--- config.mk ---
export PLATFORM = sky130hd
export DESIGN_NAME = sgn_shift_reg
export DESIGN_NICKNAME = d
export VERILOG_FILES = /design/src/rtl/sgn_shift_pkg.sv /design/src/rtl/sgn_mux2.sv /design/src/rtl/sgn_dff.sv /design/src/rtl/sgn_shift_cell.sv /design/src/rtl/sgn_shift_reg.sv
export SDC_FILE = /design/constraint.sdc
export NUM_CORES = 1
export LEC_CHECK = 0
export ABC_AREA = 1
export BUFFER_PORTS_ARGS = -buffer_cell sky130_fd_sc_hd__buf_2
export CAP_MARGIN = 25
export CELL_PAD_IN_SITES_DETAIL_PLACEMENT = 1
export CELL_PAD_IN_SITES_GLOBAL_PLACEMENT = 1
export CORE_MARGIN = 5
export CORE_UTILIZATION = 34
export CTS_BUF_LIST = sky130_fd_sc_hd__clkbuf_2
export DETAILED_ROUTE_END_ITERATION = 7
export PLACE_DENSITY_LB_ADDON = 0.1
export SETUP_SLACK_MARGIN = 0.15
export SLEW_MARGIN = 20
export SYNTH_ARGS = -nofsm -noshare
export SYNTH_HDL_FRONTEND = slang
export SYNTH_SLANG_ARGS = --single-unit
--- constraint.sdc ---
create_clock -name clk -period 1.32 [get_ports clk]
set_input_delay 0.198 -clock clk [delete_from_list [all_inputs] [get_ports clk]]
set_output_delay 0.198 -clock clk [all_outputs]
set_load 0.01 [all_outputs]
--- src/rtl/sgn_shift_pkg.sv ---
// Package: shared width for the shift register and its helpers.
package sgn_shift_pkg;
    localparam int unsigned DEF_WIDTH = 8;

    // Fill modes for the top bit.
    typedef enum logic {
        FILL_ZERO = 1'b0,
        FILL_SIGN = 1'b1
    } fill_mode_e;
endpackage

--- src/rtl/sgn_mux2.sv ---
// Module: two-input selector, one bit wide.
// Assumes: sel is a known value; output follows a when sel=0, b when sel=1.
module sgn_mux2 (
    input  logic a,
    input  logic b,
    input  logic sel,
    output logic y
);
    // Purpose: pick one of two inputs.
    always_comb begin
        y = sel ? b : a;
    end
endmodule

--- src/rtl/sgn_dff.sv ---
// Module: single flip-flop with synchronous active-low clear.
// Assumes: rst_n is sampled only at the rising edge.
module sgn_dff (
    input  logic clk,
    input  logic rst_n,
    input  logic d,
    output logic q
);
    // Purpose: store d on each rising edge, clear while rst_n is low.
    always_ff @(posedge clk) begin
        if (!rst_n) q <= 1'b0;
        else        q <= d;
    end
endmodule

--- src/rtl/sgn_shift_cell.sv ---
// Module: one register slice. The inner selector chooses between hold and the
// neighbour's bit. The outer selector lets the load value override that choice.
// Assumes: nb_in comes from the slice to the left (or the fill logic).
module sgn_shift_cell (
    input  logic clk,
    input  logic rst_n,
    input  logic ld_n,
    input  logic shr_en,
    input  logic ld_bit,
    input  logic nb_in,
    output logic q
);
    logic shift_pick;
    logic d_next;

    sgn_mux2 u_shift_sel (.a(q),      .b(nb_in),      .sel(shr_en), .y(shift_pick));
    sgn_mux2 u_load_sel  (.a(ld_bit), .b(shift_pick), .sel(ld_n),   .y(d_next));
    sgn_dff  u_ff        (.clk(clk),  .rst_n(rst_n),  .d(d_next),   .q(q));
endmodule

--- src/rtl/sgn_shift_reg.sv ---
// Module: right-shifting register of W slices with a selectable top-bit fill.
// Priority: reset, then load, then shift, then hold.
// Assumes: all control inputs are synchronous to clk.
module sgn_shift_reg #(
    parameter int unsigned W = sgn_shift_pkg::DEF_WIDTH
) (
    input  logic         clk,
    input  logic         rst_n,
    input  logic         ld_n,
    input  logic         shr_en,
    input  logic         sign_fill,
    input  logic [W-1:0] ld_val,
    output logic [W-1:0] q
);
    localparam int unsigned TOP = W - 1;

    logic [W-1:0] nb;
    logic         top_fill;

    // Purpose: the bit shifted into the top slice, either zero or its own sign.
    always_comb begin
        top_fill = (sgn_shift_pkg::fill_mode_e'(sign_fill) == sgn_shift_pkg::FILL_SIGN) ? q[TOP] : 1'b0;
    end

    // Each slice takes its input from the slice on its left.
    for (genvar i = 0; i < W; i++) begin : g_cell
        if (i == TOP) begin : g_top
            assign nb[i] = top_fill;
        end else begin : g_mid
            assign nb[i] = q[i+1];
        end
        sgn_shift_cell u_cell (
            .clk   (clk),
            .rst_n (rst_n),
            .ld_n  (ld_n),
            .shr_en(shr_en),
            .ld_bit(ld_val[i]),
            .nb_in (nb[i]),
            .q     (q[i])
        );
    end
endmodule

==> impl_metrics.tcl, run 1 <==
set metrics [dict create \
    path_max_fanout 3 \
    path_class "reg -> out" \
    relSlewSlack_pct 89.0 \
    std_cell_rows 13 \
    nets 101 \
    initial_core_util_pct 36.5 \
    htree_num_levels 1 \
    antenna_cells 0 \
    synth_fa_ha_area_share_pct 0 \
    setup_violations 0 \
    maxCapViolations 0 \
    r2r_end "g_cell[7].u_cell.u_ff.q$_SDFFE_PN0P_" \
    core_sq_mm 0.00132 \
    overflow 0 \
    synth_edf_count 0 \
    wl_per_cell_microns 11.3 \
    cts_max_path_buffers 2 \
    synth_top_cell_by_area "dfxtp_1" \
    regMostFlops "g_cell.u_cell.u_ff.q" \
    io_pins 21 \
    yosys-top-cells-count "nand2_1 (21), nand3_1 (15), buf_4 (8), dfxtp_1 (8), inv_1 (8)" \
    p_per_area_mw_per_mm2 994 \
    drt_first_pass_iters 2 \
    synth_cell_type_count 13 \
    endpoint_kind "primary output" \
    track_usage_pct 12.8 \
    synth_cells 73 \
    worstSkewPairLatency_ns 0.24 \
    placedCellCount 98 \
    grt_max_degree 10 \
    synth-seq-area-share_pct 33.3 \
    crit_end "q[4]" \
    reg2reg_depth 3 \
    drc 0 \
    area_growth_pct 10.4 \
    netlist_area_sq_um 480 \
    ir_drop_mv 0.466 \
    dp_hpwl_microns 902 \
    cts_root_buf "clkbuf_2" \
    post-route-period-util_pct 72.8 \
    leakage_nw 0.322 \
    synth.most_common_cell "nand2_1" \
    synthArstFlopShare_pct 0 \
    hold_class "in -> reg" \
    synth_flop_cell "dfxtp_1" \
    dr.first_iter.drc_count 5 \
    layout-drive-gt1-share_pct 30.2 \
    synthMuxAreaShare_pct 0 \
    synth_top_family_by_area "simple AND/OR/NAND/NOR gates" \
    die_h_microns 47.6 \
    worstPathCellList "buf_2" \
    numPortBuffers 20 \
    start_kind "register" \
    timing.rr.start "g_cell[7].u_cell.u_ff.q$_SDFFE_PN0P_" \
    cts_hold_buffers 0 \
    cp.required_ns 1.12 \
    skew_ns 0.0126 \
    grt_pass1_wl_mm 1.93 \
    fmaxAchievable_ghz 1.04 \
    rsz0062_at_grt "no" \
    final_util_pct 40.3 \
    gp_congestion 0.719 \
    cp.arrival_ns 0.76 \
    finalWirelength_mm 1.15 \
    startpoint "g_cell[4].u_cell.u_ff.q$_SDFFE_PN0P_" \
    worstMarginPinSlew_ns 0.164 \
    die_area_sq_mm 0.00226 \
    syn-num-nets 86 \
    cp_num_buf_inv 1 \
    post_dp_cell_area_sq_um 515 \
    grt_pass1_vias 453 \
    viasPerCell 4.60 \
    status "complete, no violations" \
    max_stage_delay_ns 0.37 \
    ys_ff_latch 8 \
    critPathTopFamily "flip-flops" \
    cts_sinks 8 \
    via_count 465 \
    clk_pin_slew_ns 0.10 \
    antenna_found_initial 0 \
    slew_violations 0 \
    syn_avg_cell_area_sq_um 6.58 \
    cts_resized 0 \
    ys_warn_count 0 \
    fin_setup_tns_ns 0 \
    synthXorXnorAreaFrac_pct 0 \
    post-route-min-period_ns 0.961 \
    synthSimpleGateAreaFrac_pct 36.7 \
    cp.depth 1 \
    tritoncts "yes" \
    design_area_sq_um 531 \
    numCtsBuffers 3 \
    die_w_microns 47.6 \
    synth_area_leaders "dfxtp_1 (33%), nand2_1 (16%), nand3_1 (16%)" \
    r2r_setup_slack_ns 0.58 \
    largest_reg_flops 8 \
    post-cts-setup-buffers 0 \
    cp_slowest_cell "dfxtp_1" \
    total_power_mw 0.528 \
    synth_compound_area_share_pct 3.13 \
    ant_nets 0 \
    top_regs "g_cell.u_cell.u_ff.q x8" \
    hold_viol 0 \
    final_cells 101 \
    synth_top_area_share_pct 33.3 \
]
-- metrics by stage --
step	setup slack (ns)	hold WS (ns)
after detailed placement	0.418	0.447
after global routing	0.304	0.198
final	0.359	0.180
after CTS	0.336	0.175
after floorplan	0.566	0.296
after global placement	0.431	0.433
-- worst min-delay path by stage --
stage	cells past startpoint	end	startpoint
final	3	g_cell[7].u_cell.u_ff.q$_SDFFE_PN0P_	sign_fill
after global routing	3	g_cell[0].u_cell.u_ff.q$_SDFFE_PN0P_	rst_n
after CTS	3	g_cell[7].u_cell.u_ff.q$_SDFFE_PN0P_	sign_fill
after detailed placement	3	g_cell[7].u_cell.u_ff.q$_SDFFE_PN0P_	sign_fill
after global placement	3	g_cell[7].u_cell.u_ff.q$_SDFFE_PN0P_	sign_fill
after floorplan	2	g_cell[0].u_cell.u_ff.q$_SDFFE_PN0P_	rst_n
-- cell usage in the layout (no fill, tap or decap) --
master	netlist	routed
inv_1	8	8
buf_4	8	1
buf_2	1	20
dfxtp_1	8	8
inv_2	2	2
or2_1	1	1
nor3_1	1	1
nand2_1	21	21
a21oi_1	3	3
nor2_1	3	3
nand3_1	15	15
clkbuf_2	0	3
-- where the power goes --
group / internal [mW] / total [mW] / switching, mW
registers: 0.257 / 0.269 / 0.0113
logic: 0.0440 / 0.102 / 0.0579
clock network: 0.0620 / 0.157 / 0.0950
total: 0.363 / 0.528 / 0.164
-- per-layer routing --
layer / share of wire, % / routed length [microns] / GRT usage, % / vias up
met5: 0 / 0 / 0 / -
met4: 0 / 0 / 8.06 / 0
met3: 6.5 / 74 / 3.38 / 0
met2: 47 / 536 / 20.1 / 11
met1: 47 / 534 / 15.3 / 210
li1: - / - / - / 244
-- cells by family (layout without fill, tap and decap cells) --
| family | after synthesis | after routing |
|---|---|---|
| AND/OR/NAND/NOR | 41 | 41 |
| buffers and inverters | 21 | 34 |
| flip-flops | 8 | 8 |
| AO/OA/AOI/OAI | 3 | 3 |
-- layout make-up --
class / instances / area, sq um
inverter: 10 / 37.5
tap: 15 / 18.8
sequential: 8 / 160
timing repair buffer: 21 / 108
multi-input combinational: 44 / 191
fill: 201 / 787
clock buffer: 3 / 15.0
Note: power is estimated with default switching activity, not from simulation.
==> inputs of run 2 (changes only) <==
--- a/config.mk
+++ b/config.mk
@@ -11,7 +11,7 @@
 export CELL_PAD_IN_SITES_DETAIL_PLACEMENT = 1
 export CELL_PAD_IN_SITES_GLOBAL_PLACEMENT = 1
 export CORE_MARGIN = 5
-export CORE_UTILIZATION = 34
+export CORE_UTILIZATION = 28
 export CTS_BUF_LIST = sky130_fd_sc_hd__clkbuf_2
 export DETAILED_ROUTE_END_ITERATION = 7
 export PLACE_DENSITY_LB_ADDON = 0.1
==> constraint.sdc (replaced) <==
create_clock -name clk -period 0.82 [get_ports clk]
set_input_delay 0.123 -clock clk [delete_from_list [all_inputs] [get_ports clk]]
set_output_delay 0.123 -clock clk [all_outputs]
set_load 0.01 [all_outputs]
==> run 2 against run 1 <==
Against the previous run:
- sequential cell count unchanged
- worst hold slack worse by 0.047 ns
- cell area rose by 40%
- clock skew fell by 0.011 ns
- count of clock-buffer cells in the layout stayed put
- largest cell class unchanged
- largest power group unchanged
- highest routed layer is now met4
==> impl_metrics.tcl, run 2 (synthesis gave the netlist of run 1 again) <==
set metrics [dict create \
    fmaxAchievable_ghz 1.23 \
    numPortBuffers 20 \
    antenna_cells 0 \
    grt_pass1_vias 524 \
    numCtsBuffers 3 \
    hold_class "in -> reg" \
    cts_max_path_buffers 2 \
    max_stage_delay_ns 0.34 \
    layout_common_cells "nand2_1 (17), buf_2 (12), buf_6 (12), nand3_2 (11)" \
    layout-drive-gt1-share_pct 61.1 \
    cp.required_ns 0.70 \
    overflow 0 \
    worstMarginPinSlew_ns 0.202 \
    ant_nets 0 \
    clk_pin_slew_ns 0.08 \
    dr.first_iter.drc_count 3 \
    htree_num_levels 1 \
    track_usage_pct 11.2 \
    cp_num_buf_inv 1 \
    regMostFlops "g_cell.u_cell.u_ff.q" \
    relSlewSlack_pct 86.5 \
    tritoncts "yes" \
    cts_hold_buffers 0 \
    pre_cts_ws_ns 0.0451 \
    start_kind "register" \
    grt_pass1_wl_mm 2.16 \
    multi_input_area_sq_um 256 \
    placedCellCount 102 \
    post-route-min-period_ns 0.814 \
    die_h_microns 51.4 \
    fillers 220 \
    path_max_fanout 3 \
    top_regs "g_cell.u_cell.u_ff.q x8" \
    skew_ns 0.00183 \
    worstPathCellList "buf_6" \
    p_per_area_mw_per_mm2 1280 \
    viasPerCell 4.58 \
    drc 0 \
    hold_ws_ns 0.133 \
    die_w_microns 51.4 \
    std_cell_rows 15 \
    drt_first_pass_iters 2 \
    slew_violations 0 \
    cts_sinks 8 \
    grt_max_degree 10 \
    gp_congestion 0.766 \
    worst_slack_ns 0.00588 \
    via_count 513 \
    critPathTopFamily "flip-flops" \
    endpoint_kind "primary output" \
    area_growth_pct 54.7 \
    hold_viol 0 \
    cts_root_buf "clkbuf_2" \
    rsz0062_at_grt "yes" \
    io_pins 21 \
    cp.arrival_ns 0.69 \
    cp_slowest_cell "dfxtp_2" \
    post-route-period-util_pct 99.3 \
    finalWirelength_mm 1.29 \
    worstSkewPairLatency_ns 0.24 \
    maxCapViolations 0 \
    largest_reg_flops 8 \
    core_sq_mm 0.00167 \
    layout_commonest_cell "nand2_1" \
    path_class "reg -> out" \
    ir_drop_mv 0.789 \
    die_area_sq_mm 0.00264 \
    final_cells 112 \
    nets 110 \
    status "complete, no violations" \
    dp_hpwl_microns 906 \
    leakage_nw 0.408 \
    regArea_sq_um 170 \
    fin_setup_tns_ns 0 \
    setup_violations 0 \
    initial_core_util_pct 28.8 \
    wl_per_cell_microns 11.5 \
    antenna_found_initial 0 \
]
## run 2: final timing paths
kind                                   startpoint                                   end  slack, ns  cells past startpoint
max          g_cell[7].u_cell.u_ff.q$_SDFFE_PN0P_                                  q[7]      0.006                      1
max reg2reg  g_cell[6].u_cell.u_ff.q$_SDFFE_PN0P_  g_cell[6].u_cell.u_ff.q$_SDFFE_PN0P_       0.02                      5
min reg2reg  g_cell[1].u_cell.u_ff.q$_SDFFE_PN0P_  g_cell[1].u_cell.u_ff.q$_SDFFE_PN0P_       0.60                      3
min                                     sign_fill  g_cell[7].u_cell.u_ff.q$_SDFFE_PN0P_       0.13                      3
## run 2: final cells by class
cell class	instances	area share (%)
repair buffers	30	32.3
well taps	17	2.86
clock buffers	3	2.02
flip-flops and latches	8	22.9
inverters	10	5.39
multi-input cells	44	34.5
## run 2: where the power goes
group	internal, mW	switching, mW	total (mW)
Sequential	0.419	0.0196	0.439
Combinational	0.146	0.127	0.272
Clock	0.0997	0.143	0.243
## run 2: worst reg2reg max path, delay by kind of cell (launching register included)
family	cells	cell delay (ns)
buf+inv	2	0.18
flops	1	0.33
simple gates	3	0.21
## run 2: metrics by stage
| step | util [%] | area (sq um) | total power, mW |
|---|---|---|---|
| 2_1_floorplan | - | 487 | 0.581 |
| 3_3_place_gp | 32.1 | 536 | 0.618 |
| 3_5_place_dp | 32.1 | 536 | 0.619 |
| 4_1_cts | 41.0 | 684 | 0.938 |
| 5_1_grt | 44.5 | 743 | 1.03 |
| 6_report | 44.5 | 743 | 0.954 |
## run 2: per-layer routing
metal  track usage, %  share of wire [%]  up-vias
li1                 -                  -      265
met1             11.6                 42      228
met2             18.4                 48       15
met3             4.96                6.7        5
met4             6.55                3.4        0
met5                0                  0        -
## run 2: timing repair
action	CTS	global route
resized for setup	21	14
setup buffers	7	0
pin swaps	5	12
endpoints found under the setup margin	12	16
cloned	0	0
==> inputs of run 3 (changes only) <==
--- a/config.mk
+++ b/config.mk
@@ -14,6 +14,7 @@
 export CORE_UTILIZATION = 28
 export CTS_BUF_LIST = sky130_fd_sc_hd__clkbuf_2
 export DETAILED_ROUTE_END_ITERATION = 7
+export GPL_TIMING_DRIVEN = 0
 export PLACE_DENSITY_LB_ADDON = 0.1
 export SETUP_SLACK_MARGIN = 0.15
 export SLEW_MARGIN = 20
==> run 3 against run 2 <==
Against the previous run:
- die area unchanged
- wire length up 7.1%
- global-route usage up 0.96 points
- the flow now finishes with violations (setup timing)
- clock skew up 0.0078 ns
- first-iteration DRC count down 33%
- power up 7.9%
- combinational power up 25%
- highest routed layer unchanged
- non-clock buffer count up 8
==> impl_metrics.tcl, run 3 (synthesis gave the netlist of run 1 again) <==
set metrics [dict create \
    area_growth_pct 78.6 \
    cts_hold_buffers 0 \
    post-route-period-util_pct 113 \
    nets 118 \
    worst_slack_ns -0.105 \
    gp_congestion 0.746 \
    start_kind "register" \
    relSlewSlack_pct 85.1 \
    regMostFlops "g_cell.u_cell.u_ff.q" \
    track_usage_pct 12.2 \
    wl_per_cell_microns 11.5 \
    numCtsBuffers 3 \
    drt-met1-wl_microns 628 \
    largest_reg_flops 8 \
    ant_nets 0 \
    initial_core_util_pct 28.8 \
    power.internal_mw 0.721 \
    cts_max_path_buffers 2 \
    status "finished, violations left" \
    grt_pass1_vias 580 \
    tritoncts "yes" \
    hold_class "in -> reg" \
    finalWirelength_mm 1.38 \
    met2WireLength_microns 665 \
    fillers 211 \
    std_cell_rows 15 \
    final_cells 120 \
    slew_violations 0 \
    cp.arrival_ns 0.80 \
    antenna_found_initial 0 \
    hold_viol 0 \
    htree_num_levels 1 \
    total_power_mw 1.03 \
    path_class "reg -> out" \
    dp_hpwl_microns 922 \
    worstMarginPinSlew_ns 0.223 \
    path_max_fanout 2 \
    layout-drive-gt1-share_pct 63.1 \
    multi_input_area_sq_um 256 \
    post-route-min-period_ns 0.925 \
    rsz0062_at_grt "yes" \
    cts_root_buf "clkbuf_2" \
    die_h_microns 51.4 \
    endpoint_kind "primary output" \
    p_per_area_mw_per_mm2 1200 \
    cts_sinks 8 \
    violations "setup timing" \
    setup_violations 11 \
    die_area_sq_mm 0.00264 \
    worstSkewPairLatency_ns 0.24 \
    dr.first_iter.drc_count 2 \
    highest_layer "met4" \
    cp.required_ns 0.70 \
    switching_share_pct 30.0 \
    switchingPower_mw 0.309 \
    fin_setup_tns_ns -0.851 \
    drc 0 \
    top_regs "g_cell.u_cell.u_ff.q x8" \
    clockPowerShare_pct 24.1 \
    via_count 555 \
    viasPerCell 4.63 \
    io_pins 21 \
    wl_met3_microns 68 \
    layout_common_cells "buf_6 (22), nand2_1 (20), buf_2 (11), nand3_2 (11)" \
    maxCapViolations 0 \
    antenna_cells 0 \
    ir_drop_mv 0.680 \
    drt_first_pass_iters 2 \
    clk_pin_slew_ns 0.09 \
    fmaxAchievable_ghz 1.08 \
    hold_ws_ns 0.112 \
    die_w_microns 51.4 \
    grt_pass1_wl_mm 2.33 \
    numPortBuffers 18 \
    placedCellCount 108 \
    leakage_nw 0.465 \
    overflow 0 \
    combPwrFrac_pct 33.2 \
    regArea_sq_um 170 \
    pre_cts_ws_ns 0.0419 \
    skew_ns 0.00966 \
    layout_commonest_cell "buf_6" \
    grt_max_degree 11 \
    core_sq_mm 0.00167 \
    seqPwrFrac_pct 42.7 \
]
## run 3: cell types whose count changed in the layout (fill, tap and decap cells not counted), sizes merged
cell,before,now
buf,30,38
## run 3: worst paths after layout
path	slack (ns)	cells past startpoint	from	to
setup / recovery	-0.10	2	g_cell[4].u_cell.u_ff.q$_SDFFE_PN0P_	q[4]
hold / removal	0.11	3	sign_fill	g_cell[7].u_cell.u_ff.q$_SDFFE_PN0P_
setup reg to reg	-0.07	6	g_cell[6].u_cell.u_ff.q$_SDFFE_PN0P_	g_cell[6].u_cell.u_ff.q$_SDFFE_PN0P_
hold reg to reg	0.62	3	g_cell[1].u_cell.u_ff.q$_SDFFE_PN0P_	g_cell[1].u_cell.u_ff.q$_SDFFE_PN0P_
## run 3: repair_timing
item                                    in CTS  in global routing
gates cloned                                 0                  0
endpoints found under the setup margin      15                 16
pin swaps                                    5                  1
gates resized for setup                     38                  6
buffers inserted                             9                  0
## run 3: worst max-delay path: stages (launching register included)
cell and delay, ns:
dfxtp_2 0.34, buf_6 0.11, buf_6 0.11
## run 3: final cells by class
type	count	area share (%)
multi-input combinational	44	29.9
sequential	8	19.8
timing repair buffer	27	26.8
inverter	10	4.66
clock buffer	3	1.75
tap	17	2.48
buffer	11	14.6
## run 3: per-stage QoR
stage / instance area, sq um / utilization, %
detailed placement: 598 / 35.8
global route: 858 / 51.4
global placement: 598 / 35.8
finish: 858 / 51.4
CTS: 836 / 50.0
floorplan: 487 / -
## run 3: layer usage
metal / GRT usage (%) / vias up
met5: 0 / -
met4: 5.24 / 0
met3: 3.79 / 4
met2: 20.3 / 14
met1: 14.1 / 253
li1: - / 284
## run 3: power by group through the flow
| stage | sequential [mW] | clock, mW | combinational (mW) |
|---|---|---|---|
| floorplan | 0.436 | 0 | 0.144 |
| global placement | 0.441 | 0 | 0.212 |
| detailed placement | 0.442 | 0 | 0.214 |
| CTS | 0.438 | 0.262 | 0.332 |
| global route | 0.443 | 0.292 | 0.371 |
| finish | 0.439 | 0.248 | 0.341 |
